==> src/rtl/alarm_match_pkg.sv <==
package alarm_match_pkg;

    localparam int FIELD_COUNT = 6;
    localparam int FIELD_W     = 7;
    localparam int FIELD_IDX_W = 3;
    localparam int ADDR_W      = 4;
    localparam int DATA_W      = 8;

    localparam logic [ADDR_W-1:0] ADDR_CTRL   = 4'd7;
    localparam logic [ADDR_W-1:0] ADDR_STATUS = 4'd15;

    localparam int CTRL_REPEAT = 2;

    typedef enum logic [1:0] {
        PG_IDLE  = 2'd0,
        PG_PULSE = 2'd1,
        PG_SPENT = 2'd2
    } pulse_state_e;

    typedef enum logic {
        RD_IDLE   = 1'b0,
        RD_ACTIVE = 1'b1
    } read_state_e;

    // Significant bits of each time field: sec, min, hour, date, month, dow
    function automatic logic [FIELD_W-1:0] field_mask(input int unsigned f);
        case (f)
            0, 1:    field_mask = 7'h7F;
            2, 3:    field_mask = 7'h3F;
            4:       field_mask = 7'h1F;
            default: field_mask = 7'h07;
        endcase
    endfunction

endpackage

==> src/rtl/alarm_compare.sv <==
module alarm_compare
    import alarm_match_pkg::*;
(
    input  logic                           clk,
    input  logic                           rst_n,
    input  logic                           wr_en,
    input  logic [FIELD_IDX_W-1:0]         field_sel,
    input  logic [DATA_W-1:0]              wr_data,
    output logic [DATA_W-1:0]              rd_data,
    input  logic [FIELD_COUNT*FIELD_W-1:0] now_vec,
    input  logic                           tick,
    output logic                           fire
);

    logic [DATA_W-1:0] fld_q [FIELD_COUNT];
    logic              any_en;
    logic              all_eq;

    for (genvar f = 0; f < FIELD_COUNT; f++) begin : g_field
        always_ff @(posedge clk or negedge rst_n) begin
            if (!rst_n) begin
                fld_q[f] <= '0;
            end else if (wr_en && field_sel == FIELD_IDX_W'(f)) begin
                fld_q[f] <= wr_data;
            end
        end
    end

    always_comb begin
        rd_data = '0;
        for (int f = 0; f < FIELD_COUNT; f++) begin
            if (field_sel == FIELD_IDX_W'(f)) begin
                rd_data = fld_q[f];
            end
        end
    end

    always_comb begin
        any_en = 1'b0;
        all_eq = 1'b1;
        for (int f = 0; f < FIELD_COUNT; f++) begin
            if (fld_q[f][DATA_W-1]) begin
                any_en = 1'b1;
                if (((fld_q[f][FIELD_W-1:0] ^ now_vec[f*FIELD_W +: FIELD_W])
                     & field_mask(f)) != '0) begin
                    all_eq = 1'b0;
                end
            end
        end
    end

    assign fire = tick && any_en && all_eq;

endmodule

==> src/rtl/irq_pulse_gen.sv <==
module irq_pulse_gen
    import alarm_match_pkg::*;
#(
    parameter int PULSE_CYCLES = 16
) (
    input  logic clk,
    input  logic rst_n,
    input  logic fire,
    input  logic int_en,
    input  logic repeat_mode,
    input  logic rearm,
    output logic pulse_active
);

    localparam int CNT_W = (PULSE_CYCLES > 1) ? $clog2(PULSE_CYCLES) : 1;
    localparam logic [CNT_W-1:0] CNT_LOAD = CNT_W'(PULSE_CYCLES - 1);

    pulse_state_e     state_q, state_d;
    logic [CNT_W-1:0] cnt_q;

    always_ff @(posedge clk or negedge rst_n) begin
        if (!rst_n) begin
            state_q <= PG_IDLE;
        end else begin
            state_q <= state_d;
        end
    end

    always_comb begin
        state_d = state_q;
        unique case (state_q)
            PG_IDLE:  if (fire && int_en) state_d = PG_PULSE;
            PG_PULSE: if (cnt_q == '0) state_d = repeat_mode ? PG_IDLE : PG_SPENT;
            PG_SPENT: if (rearm || repeat_mode) state_d = PG_IDLE;
            default:  state_d = PG_IDLE;
        endcase
    end

    always_ff @(posedge clk or negedge rst_n) begin
        if (!rst_n) begin
            cnt_q <= '0;
        end else if (state_q == PG_IDLE) begin
            cnt_q <= CNT_LOAD;
        end else if (state_q == PG_PULSE && cnt_q != '0) begin
            cnt_q <= cnt_q - 1'b1;
        end
    end

    always_comb begin
        pulse_active = (state_q == PG_PULSE);
    end

endmodule

==> src/rtl/status_flags.sv <==
module status_flags
    import alarm_match_pkg::*;
#(
    parameter int NUM_ALARMS = 2
) (
    input  logic                  clk,
    input  logic                  rst_n,
    input  logic [NUM_ALARMS-1:0] set_vec,
    input  logic                  rd_start,
    input  logic                  rd_done,
    output logic [NUM_ALARMS-1:0] flags
);

    read_state_e           state_q, state_d;
    logic [NUM_ALARMS-1:0] snap_q, snap_d;
    logic [NUM_ALARMS-1:0] flags_q, flags_d;

    always_ff @(posedge clk or negedge rst_n) begin
        if (!rst_n) begin
            state_q <= RD_IDLE;
            snap_q  <= '0;
            flags_q <= '0;
        end else begin
            state_q <= state_d;
            snap_q  <= snap_d;
            flags_q <= flags_d;
        end
    end

    always_comb begin
        state_d = state_q;
        snap_d  = snap_q;
        flags_d = flags_q;
        unique case (state_q)
            RD_IDLE: ;
            RD_ACTIVE: begin
                if (rd_done) begin
                    flags_d = flags_q & ~snap_q;
                    snap_d  = '0;
                    state_d = RD_IDLE;
                end
            end
            default: state_d = RD_IDLE;
        endcase
        if (rd_start) begin
            snap_d  = flags_q;
            state_d = RD_ACTIVE;
        end
        flags_d = flags_d | set_vec;
    end

    assign flags = flags_q;

endmodule

==> src/rtl/alarm_match_unit.sv <==
module alarm_match_unit
    import alarm_match_pkg::*;
#(
    parameter int PULSE_CYCLES = 16
) (
    input  logic        clk,
    input  logic        rst_n,
    input  logic        tick_1hz,
    input  logic [6:0]  now_sec,
    input  logic [6:0]  now_min,
    input  logic [6:0]  now_hour,
    input  logic [6:0]  now_date,
    input  logic [6:0]  now_month,
    input  logic [6:0]  now_dow,
    input  logic        reg_wr,
    input  logic [3:0]  reg_addr,
    input  logic [7:0]  reg_wdata,
    output logic [7:0]  reg_rdata,
    input  logic        stat_rd_start,
    input  logic        stat_rd_done,
    output logic [1:0]  alarm_flags,
    output logic        irq_drive_low
);

    localparam int NUM_ALARMS = 2;
    localparam int CTRL_W     = NUM_ALARMS + 1;

    logic [FIELD_COUNT*FIELD_W-1:0] now_vec;
    logic [CTRL_W-1:0]              ctrl_q;
    logic [NUM_ALARMS-1:0]          fire_vec;
    logic [NUM_ALARMS-1:0]          pulse_vec;
    logic [NUM_ALARMS-1:0]          rearm_vec;
    logic [DATA_W-1:0]              set_rdata [NUM_ALARMS];
    logic                           field_addr;
    logic                           ctrl_wr;

    assign now_vec    = {now_dow, now_month, now_date, now_hour, now_min, now_sec};
    assign field_addr = (reg_addr[FIELD_IDX_W-1:0] < FIELD_IDX_W'(FIELD_COUNT));
    assign ctrl_wr    = reg_wr && (reg_addr == ADDR_CTRL);

    always_ff @(posedge clk or negedge rst_n) begin
        if (!rst_n) begin
            ctrl_q <= '0;
        end else if (ctrl_wr) begin
            ctrl_q <= reg_wdata[CTRL_W-1:0];
        end
    end

    for (genvar a = 0; a < NUM_ALARMS; a++) begin : g_alarm
        logic set_hit;
        assign set_hit      = (reg_addr[ADDR_W-1] == 1'(a)) && field_addr;
        assign rearm_vec[a] = (reg_wr && set_hit) || ctrl_wr;

        alarm_compare u_cmp (
            .clk       (clk),
            .rst_n     (rst_n),
            .wr_en     (reg_wr && set_hit),
            .field_sel (reg_addr[FIELD_IDX_W-1:0]),
            .wr_data   (reg_wdata),
            .rd_data   (set_rdata[a]),
            .now_vec   (now_vec),
            .tick      (tick_1hz),
            .fire      (fire_vec[a])
        );

        irq_pulse_gen #(.PULSE_CYCLES(PULSE_CYCLES)) u_pulse (
            .clk          (clk),
            .rst_n        (rst_n),
            .fire         (fire_vec[a]),
            .int_en       (ctrl_q[a]),
            .repeat_mode  (ctrl_q[CTRL_REPEAT]),
            .rearm        (rearm_vec[a]),
            .pulse_active (pulse_vec[a])
        );
    end

    status_flags #(.NUM_ALARMS(NUM_ALARMS)) u_flags (
        .clk      (clk),
        .rst_n    (rst_n),
        .set_vec  (fire_vec),
        .rd_start (stat_rd_start),
        .rd_done  (stat_rd_done),
        .flags    (alarm_flags)
    );

    always_comb begin
        if (reg_addr == ADDR_STATUS) begin
            reg_rdata = {{(DATA_W-NUM_ALARMS){1'b0}}, alarm_flags};
        end else if (reg_addr == ADDR_CTRL) begin
            reg_rdata = {{(DATA_W-CTRL_W){1'b0}}, ctrl_q};
        end else if (field_addr) begin
            reg_rdata = set_rdata[reg_addr[ADDR_W-1]];
        end else begin
            reg_rdata = '0;
        end
    end

    assign irq_drive_low = |pulse_vec;

endmodule

==> config.mk <==
export PLATFORM = sky130hd
export DESIGN_NAME = alarm_match_unit
export DESIGN_NICKNAME = d
export VERILOG_FILES = /design/src/rtl/alarm_match_pkg.sv /design/src/rtl/alarm_compare.sv /design/src/rtl/irq_pulse_gen.sv /design/src/rtl/status_flags.sv /design/src/rtl/alarm_match_unit.sv
export SDC_FILE = /design/constraint.sdc
export NUM_CORES = 1
export LEC_CHECK = 0
export CAP_MARGIN = 0
export CELL_PAD_IN_SITES_DETAIL_PLACEMENT = 1
export CELL_PAD_IN_SITES_GLOBAL_PLACEMENT = 1
export CORE_UTILIZATION = 43
export CTS_BUF_LIST = sky130_fd_sc_hd__clkbuf_8
export DETAILED_ROUTE_END_ITERATION = 10
export GPL_ROUTABILITY_DRIVEN = 0
export PLACE_DENSITY = 0.81
export SLEW_MARGIN = 10
export SYNTH_ARGS = -nofsm -noshare
export SYNTH_HDL_FRONTEND = slang
export SYNTH_SLANG_ARGS = --single-unit
export TNS_END_PERCENT = 20
==> constraint.sdc <==
create_clock -name clk -period 2.07 [get_ports clk]
set_clock_uncertainty 0.1 [all_clocks]
set_input_delay 0.5175 -clock clk [delete_from_list [all_inputs] [get_ports clk]]
set_output_delay 0.5175 -clock clk [all_outputs]
set_load 0.02 [all_outputs]
==> run metrics, run 1 <==
crit path kind flop to output port; Top Ports 71; Die X 124 um; fraction of layout cells with a size suffix above 1 47.3%; RSZ-0062 raised after global routing true; Final WS setup -0.431 ns; Post-synth EDFFs 0; Tmin final 2.50 ns; failing checks negative setup slack; H-tree levels 4; hold_ws 0.411 ns; largest cells by area after synthesis dfrtp_1 45%, mux2_2 17%, xnor2_1 6.0%; Die ar. 15500 um^2; yosys warns 0; Syn Area/Cell 11.6 um^2; CP delay by family, top compound AO/OA/AOI/OAI gates; Async S/R FF share, synth 100%; Worst Path Max Fanout 2; DRC 0; core box area 14600 um^2; max incr delay on CP 0.39 ns; synthesized instance count 556; Max IR drop VDD 0.000538 V; Die Y-Extent 124 um; Antenna Cells 0; CP Cell Sequence mux2_2 -> a22oi_2 -> o22ai_2 -> a21oi_2 -> o21ai_2 -> buf_6; Crit path buffers/inverters 1; Setup TNS -3.41 ns; outcome complete, but fails checks; port buffer count 62; fmax 400 MHz; Post-Synthesis Net Count 618; pre-CTS setup slack -1.14 ns; fin crit share 121%; register area share after synthesis 45.1%; CTS sink cnt 116; Initial Util 44.1%; GRT Overall Usage 33.5%; Crit. End Element output port; final WL 24.7 mm; vias in the first global route 6520; residual overflow from global routing 0; Worst Path Required 1.45 ns; #FFs+latches synth 116; Synth top area share 45.1%; via count 5584; Placed Area 8360 um^2; post-route ant nets 0; vias per cell 5.82; largest net degree at the start of global routing 62; CTS tree yes; initial antenna violation count 0; clock slew at reported path FFs 0.07 ns; area leader, netlist dfrtp_1; CP Launch Type flop; violation count after the first detailed-routing iteration 321; Layout Nets 825; relative slew slack 63.4%; Worst-Skew Late Latency 0.46 ns; Final Cell Area 9200 um^2; crit path max-delay cell type dfrtp_1; HPWL Detailed 16.4 mm; Final Setup Violations 12; reg-to-reg slack, setup -0.26 ns; Post-Syn Area 6440 um^2; first-pass GRT wire length 38.6 mm; hold crit path type flop to flop; Num CTS Buffers 17; fill count 1479; FP Rows 44; pwr dens 957 nW/um^2; CTS root buf clkbuf_8; leak pwr 4.04 nW; Slew @ Worst Pin 0.547 ns; 1st-pass router iterations 5; total of max-cap violations 0; Primary FF master, synth dfrtp_1; Synth cell types 56; Final Max Slew Viols 0; Max Buffers Root-to-Sink 2; Crit path arrival time 1.88 ns; drt wl/cell 25.7 um; Layout area overhead 42.8%; Final Hold Vio Count 0
[final timing paths]
path / startpoint / end / depth (start not counted)
worst max-delay path: g_alarm[0].u_cmp.fld_q[18] / reg_rdata[2] / 6
max in group asynchronous: rst_n / g_alarm[0].u_cmp.fld_q[43] / 3
worst min register to register: g_alarm[1].u_cmp.fld_q[6] / g_alarm[1].u_cmp.fld_q[6] / 1
min in group asynchronous: rst_n / g_alarm[0].u_cmp.fld_q[18] / 2
worst max register to register: g_alarm[1].u_cmp.fld_q[40] / g_alarm[1].u_pulse.state_q[0] / 7
worst min-delay path: g_alarm[1].u_cmp.fld_q[6] / g_alarm[1].u_cmp.fld_q[6] / 1
[cells by family (layout without fill, tap and decap cells)]
logic type	Yosys count	count (layout)	share of synthesized area, %
multiplexers	129	129	22.7
flip-flops	116	116	45.1
AND/OR/NAND/NOR	103	103	9.33
AO/OA/AOI/OAI	95	95	9.56
XOR/XNOR	72	72	9.79
buffers and inverters	39	259	3.11
adder cells (fa/ha/maj)	2	2	0.389
[stage by stage]
stage | total power [mW] | util (%) | cells
final | 8.80 | 63.0 | 960
after CTS | 8.67 | 62.8 | 959
after detailed placement | 6.18 | 57.3 | 911
after global routing | 9.15 | 63.0 | 960
after floorplan | 4.62 | - | 556
after global placement | 5.93 | 57.3 | 911
[cells in the mapped netlist, types with 7 or more instances]
| master | count |
|---|---|
| a21oi_1 | 26 |
| buf_2 | 12 |
| clkbuf_1 | 14 |
| dfrtp_1 | 116 |
| mux2_2 | 96 |
| mux2_4 | 8 |
| mux2i_1 | 24 |
| nand2_1 | 20 |
| nand3_1 | 11 |
| nand4_1 | 9 |
| nor2_1 | 26 |
| o21ai_0 | 17 |
| o22ai_1 | 7 |
| o31ai_1 | 9 |
| xnor2_1 | 44 |
| xor2_1 | 28 |
[report_power, final]
part	switching [mW]	internal, mW	leakage, nW	total (mW)
sequential	0.436	2.80	1.40	3.24
clock	0.990	1.22	0.217	2.21
combinational	1.60	1.76	2.43	3.36
[layout by cell type (no fill, tap or decap), types with 15 or more instances in the layout]
master | Yosys | layout
dfrtp_1 | 116 | 115
mux2i_1 | 24 | 15
nor2_1 | 26 | 25
clkbuf_8 | 0 | 22
buf_4 | 3 | 144
mux2_2 | 96 | 94
xor2_1 | 28 | 28
nand2_1 | 20 | 17
clkdlybuf4s50_1 | 0 | 46
a21oi_1 | 26 | 16
xnor2_1 | 44 | 43
[per-layer routing]
metal | track usage, % | part of all wire [%] | up-vias
li1 | - | - | 2437
met1 | 36.8 | 37 | 2828
met2 | 58.1 | 52 | 212
met3 | 9.54 | 6.2 | 107
met4 | 18.4 | 5.3 | 0
met5 | 0 | 0 | -
[cell type report]
type                            instances  area, um^2  area share, %
Tap cell                              184         230           2.50
Sequential cell                       116        2900           31.6
Timing Repair Buffer                  220        2000           21.8
Multi-Input combinational cell        401        3620           39.3
Clock inverter                         10         104           1.13
Clock buffer                           22         303           3.29
Inverter                                7        33.8          0.367
[sequential cells by signal (all words and copies together) (netlist names)]
register                 cells
g_alarm.u_pulse.cnt_q        8
u_flags.snap_q               2
u_flags.state_q              1
g_alarm.u_cmp.fld_q         96
ctrl_q                       3
u_flags.flags                2
g_alarm.u_pulse.state_q      4
[repair_timing]
item | CTS | global route
buffers inserted | 14 | 1
pin swaps | 13 | 5
gates resized for setup | 118 | 6
setup endpoints to repair | 71 | 14
hold endpoints to repair | 24 | 0
hold buffers | 1 | 0
gates cloned | 1 | 0
No activity file was read; power rests on OpenSTA's default activity.
==> run 2, diff against run 1 <==
- PLACE_DENSITY: 0.81 -> 0.88
- SLEW_MARGIN: 10 -> 20
==> run 2 against run 1 <==
The flow still finishes with violations (negative setup slack). Routed wire length increased by 12%. Fmax is 0.17% higher. Critical path depth fell by 1. Sequential share of layout area down 0.078 points. Combinational power up 2%. Sequential power is essentially flat. Sequential cell count unchanged. Critical path type unchanged. Largest power group unchanged.
==> run metrics, run 2 (synthesized netlist as in run 1, its figures left out) <==
Placed Area 8340 um^2 (-0.27%); failing checks negative setup slack; Psw 3.19 mW (+5.6%); CP Launch Type flop; worst r2r src g_alarm[1].u_cmp.fld_q[34]; CTS sink cnt 116 (unchanged); post-layout total power 9.00 mW (+2.3%); RR Endpoint g_alarm[1].u_pulse.state_q[0]; CP startpoint g_alarm[1].u_cmp.fld_q[41]; vias per cell 6.14 (+5.6%); crit path max-delay cell type dfrtp_1; Final Max Slew Viols 0 (unchanged); commonest cells after routing, fill and taps aside 131 x buf_4, 116 x dfrtp_1, 94 x mux2_2, 45 x clkdlybuf4s50_1, 42 x xnor2_1; Crit. End Element output port; Worst-Skew Late Latency 0.48 ns (+0.02 ns); Worst Path Required 1.45 ns (about the same); DRC 0 (unchanged); Worst Path Max Fanout 2 (unchanged); Layout area overhead 43.1%; hold crit path type input port to asynchronous set/reset pin; reg-to-reg slack, setup -0.23 ns (+0.03 ns); largest net degree at the start of global routing 51 (-18%); Max IR drop VDD 0.000766 V (+42%); violation count after the first detailed-routing iteration 373 (+16%); CTS tree yes; vias in the first global route 6811 (+4.5%); internal power 5.81 mW (+0.58%); Num CTS Buffers 17 (unchanged); initial antenna violation count 1 (+1); FP Rows 44 (unchanged); GRT Overall Usage 36.8% (+3.3 points); H-tree levels 4 (unchanged); core box area 14600 um^2 (unchanged); total of max-cap violations 0 (unchanged); Max Buffers Root-to-Sink 2 (unchanged); Worst R2R Path Depth 7 (unchanged); Final Hold Vio Count 0 (unchanged); first-pass GRT wire length 42.0 mm (+8.9%); clock network fraction of total power 25.6% (+0.5 points); Most flops, register g_alarm.u_cmp.fld_q; Final Cell Area 9220 um^2 (+0.20%); outcome complete, but fails checks; switching share of power 35.4% (+1.1 points); Die X 124 um (unchanged); via count 5858 (+4.9%); CP delay by family, top compound AO/OA/AOI/OAI gates; CTS root buf clkbuf_8; Die Y-Extent 124 um (unchanged); WP depth 5 (-1); Crit path buffers/inverters 1 (unchanged); register share of total power 36.3% (-0.5 points); residual overflow from global routing 0 (unchanged); max FFs per register 96 (unchanged); CP Cell Sequence mux2_4 -> o22a_4 -> o2111ai_4 -> a31oi_4 -> buf_6; most common cell after layout, fill and taps aside buf_4; port buffer count 62 (unchanged); drt wl/cell 29.0 um (+13%); Final Setup Violations 11 (-1); Layout Nets 818 (-0.85%); Initial Util 44.1% (unchanged); Gate power share 38.2% (about the same); leak pwr 4.05 nW (+0.28%); biggest regs g_alarm.u_cmp.fld_q x96, g_alarm.u_pulse.cnt_q x8, g_alarm.u_pulse.state_q x4; pwr dens 977 nW/um^2 (+2.1%); 1st-pass router iterations 5 (unchanged); Die ar. 15500 um^2 (unchanged); crit path kind flop to output port; relative slew slack 62.7% (-0.74 points); hold_ws 0.418 ns (+0.00690 ns); fill count 1489 (+0.68%); fraction of layout cells with a size suffix above 1 47.6% (+0.30 points); HPWL Detailed 17.4 mm (+6.0%); Setup crit end reg_rdata[1]; Top Ports 71 (unchanged); Final WS setup -0.426 ns (+0.00424 ns); fmax 401 MHz (+0.17%); final WL 27.6 mm (+12%); post-route ant nets 0 (unchanged); Tmin final 2.50 ns (-0.00424 ns); Slew @ Worst Pin 0.558 ns (+0.0110 ns); RSZ-0062 raised after global routing true; fin crit share 121% (-0.20 points); max incr delay on CP 0.40 ns (about the same); Crit path arrival time 1.88 ns (about the same); clock slew at reported path FFs 0.09 ns (+0.02 ns)
run 2: changes by cell type in the layout (fill, tap and decap cells not counted), sizes merged:
cell and change:
clkdlybuf4s50 -1, diode +1, bufinv +1, clkbuf -2, bufbuf +1, inv -1, buf -8, dlygate4sd2 +1
clkinv +3, clkinvlp -1
run 2: power by group through the flow:
stage,Clock [mW],Sequential [mW],Combinational (mW)
2_1_floorplan,0,3.22,1.40
3_3_place_gp,0,3.14,2.75
3_5_place_dp,0,3.22,2.98
4_1_cts,2.26,3.22,3.22
5_1_grt,2.40,3.30,3.59
6_report,2.30,3.26,3.43
run 2: final cells by class:
type / count / area [um^2] / share of cell area [%]
multi-input combinational: 401 / 3660 / 39.7
sequential: 116 / 2900 / 31.5
timing repair buffer: 213 / 1980 / 21.4
clock buffer: 20 / 275 / 2.99
tap: 184 / 230 / 2.50
clock inverter: 12 / 136 / 1.48
inverter: 7 / 33.8 / 0.367
antenna: 1 / 2.50 / 0.0272
run 2: metrics by stage:
| stage | setup WS [ns] | util, % | TNS (ns) | instances |
|---|---|---|---|---|
| after CTS | -0.431 | 62.7 | -2.72 | 951 |
| after global placement | -1.03 | 57.2 | -51.11 | 908 |
| after floorplan | -0.0555 | - | -0.398 | 556 |
| after global routing | -0.489 | 63.2 | -3.87 | 954 |
| final | -0.426 | 63.2 | -3.35 | 954 |
| after detailed placement | -1.09 | 57.2 | -61.11 | 908 |
run 2: worst min-delay path by stage:
stage                                from                    endpoint  slack (ns)  depth (start not counted)
2_1_floorplan                       rst_n                   ctrl_q[0]        0.12                          0
3_3_place_gp                        rst_n             u_flags.state_q        0.36                          1
3_5_place_dp                        rst_n           u_flags.snap_q[0]        0.37                          1
4_1_cts        g_alarm[0].u_cmp.fld_q[14]  g_alarm[0].u_cmp.fld_q[14]        0.41                          1
5_1_grt        g_alarm[0].u_cmp.fld_q[14]  g_alarm[0].u_cmp.fld_q[14]        0.43                          1
6_report                            rst_n           u_flags.snap_q[1]        0.42                          2
run 2: metal layers:
metal  GRT usage (%)  wire (um)
met2            63.8      14300
met4            25.3       1710
met1            39.2      10100
met3            9.36       1570
met5               0          0
run 2: timing repair:
action,4_1_cts,5_1_grt
hold buffers,1,0
endpoints found under the setup margin,75,29
endpoints found under the hold margin,24,0
cloned,2,0
setup buffers,10,2
pin swaps,21,2
resized for setup,116,11
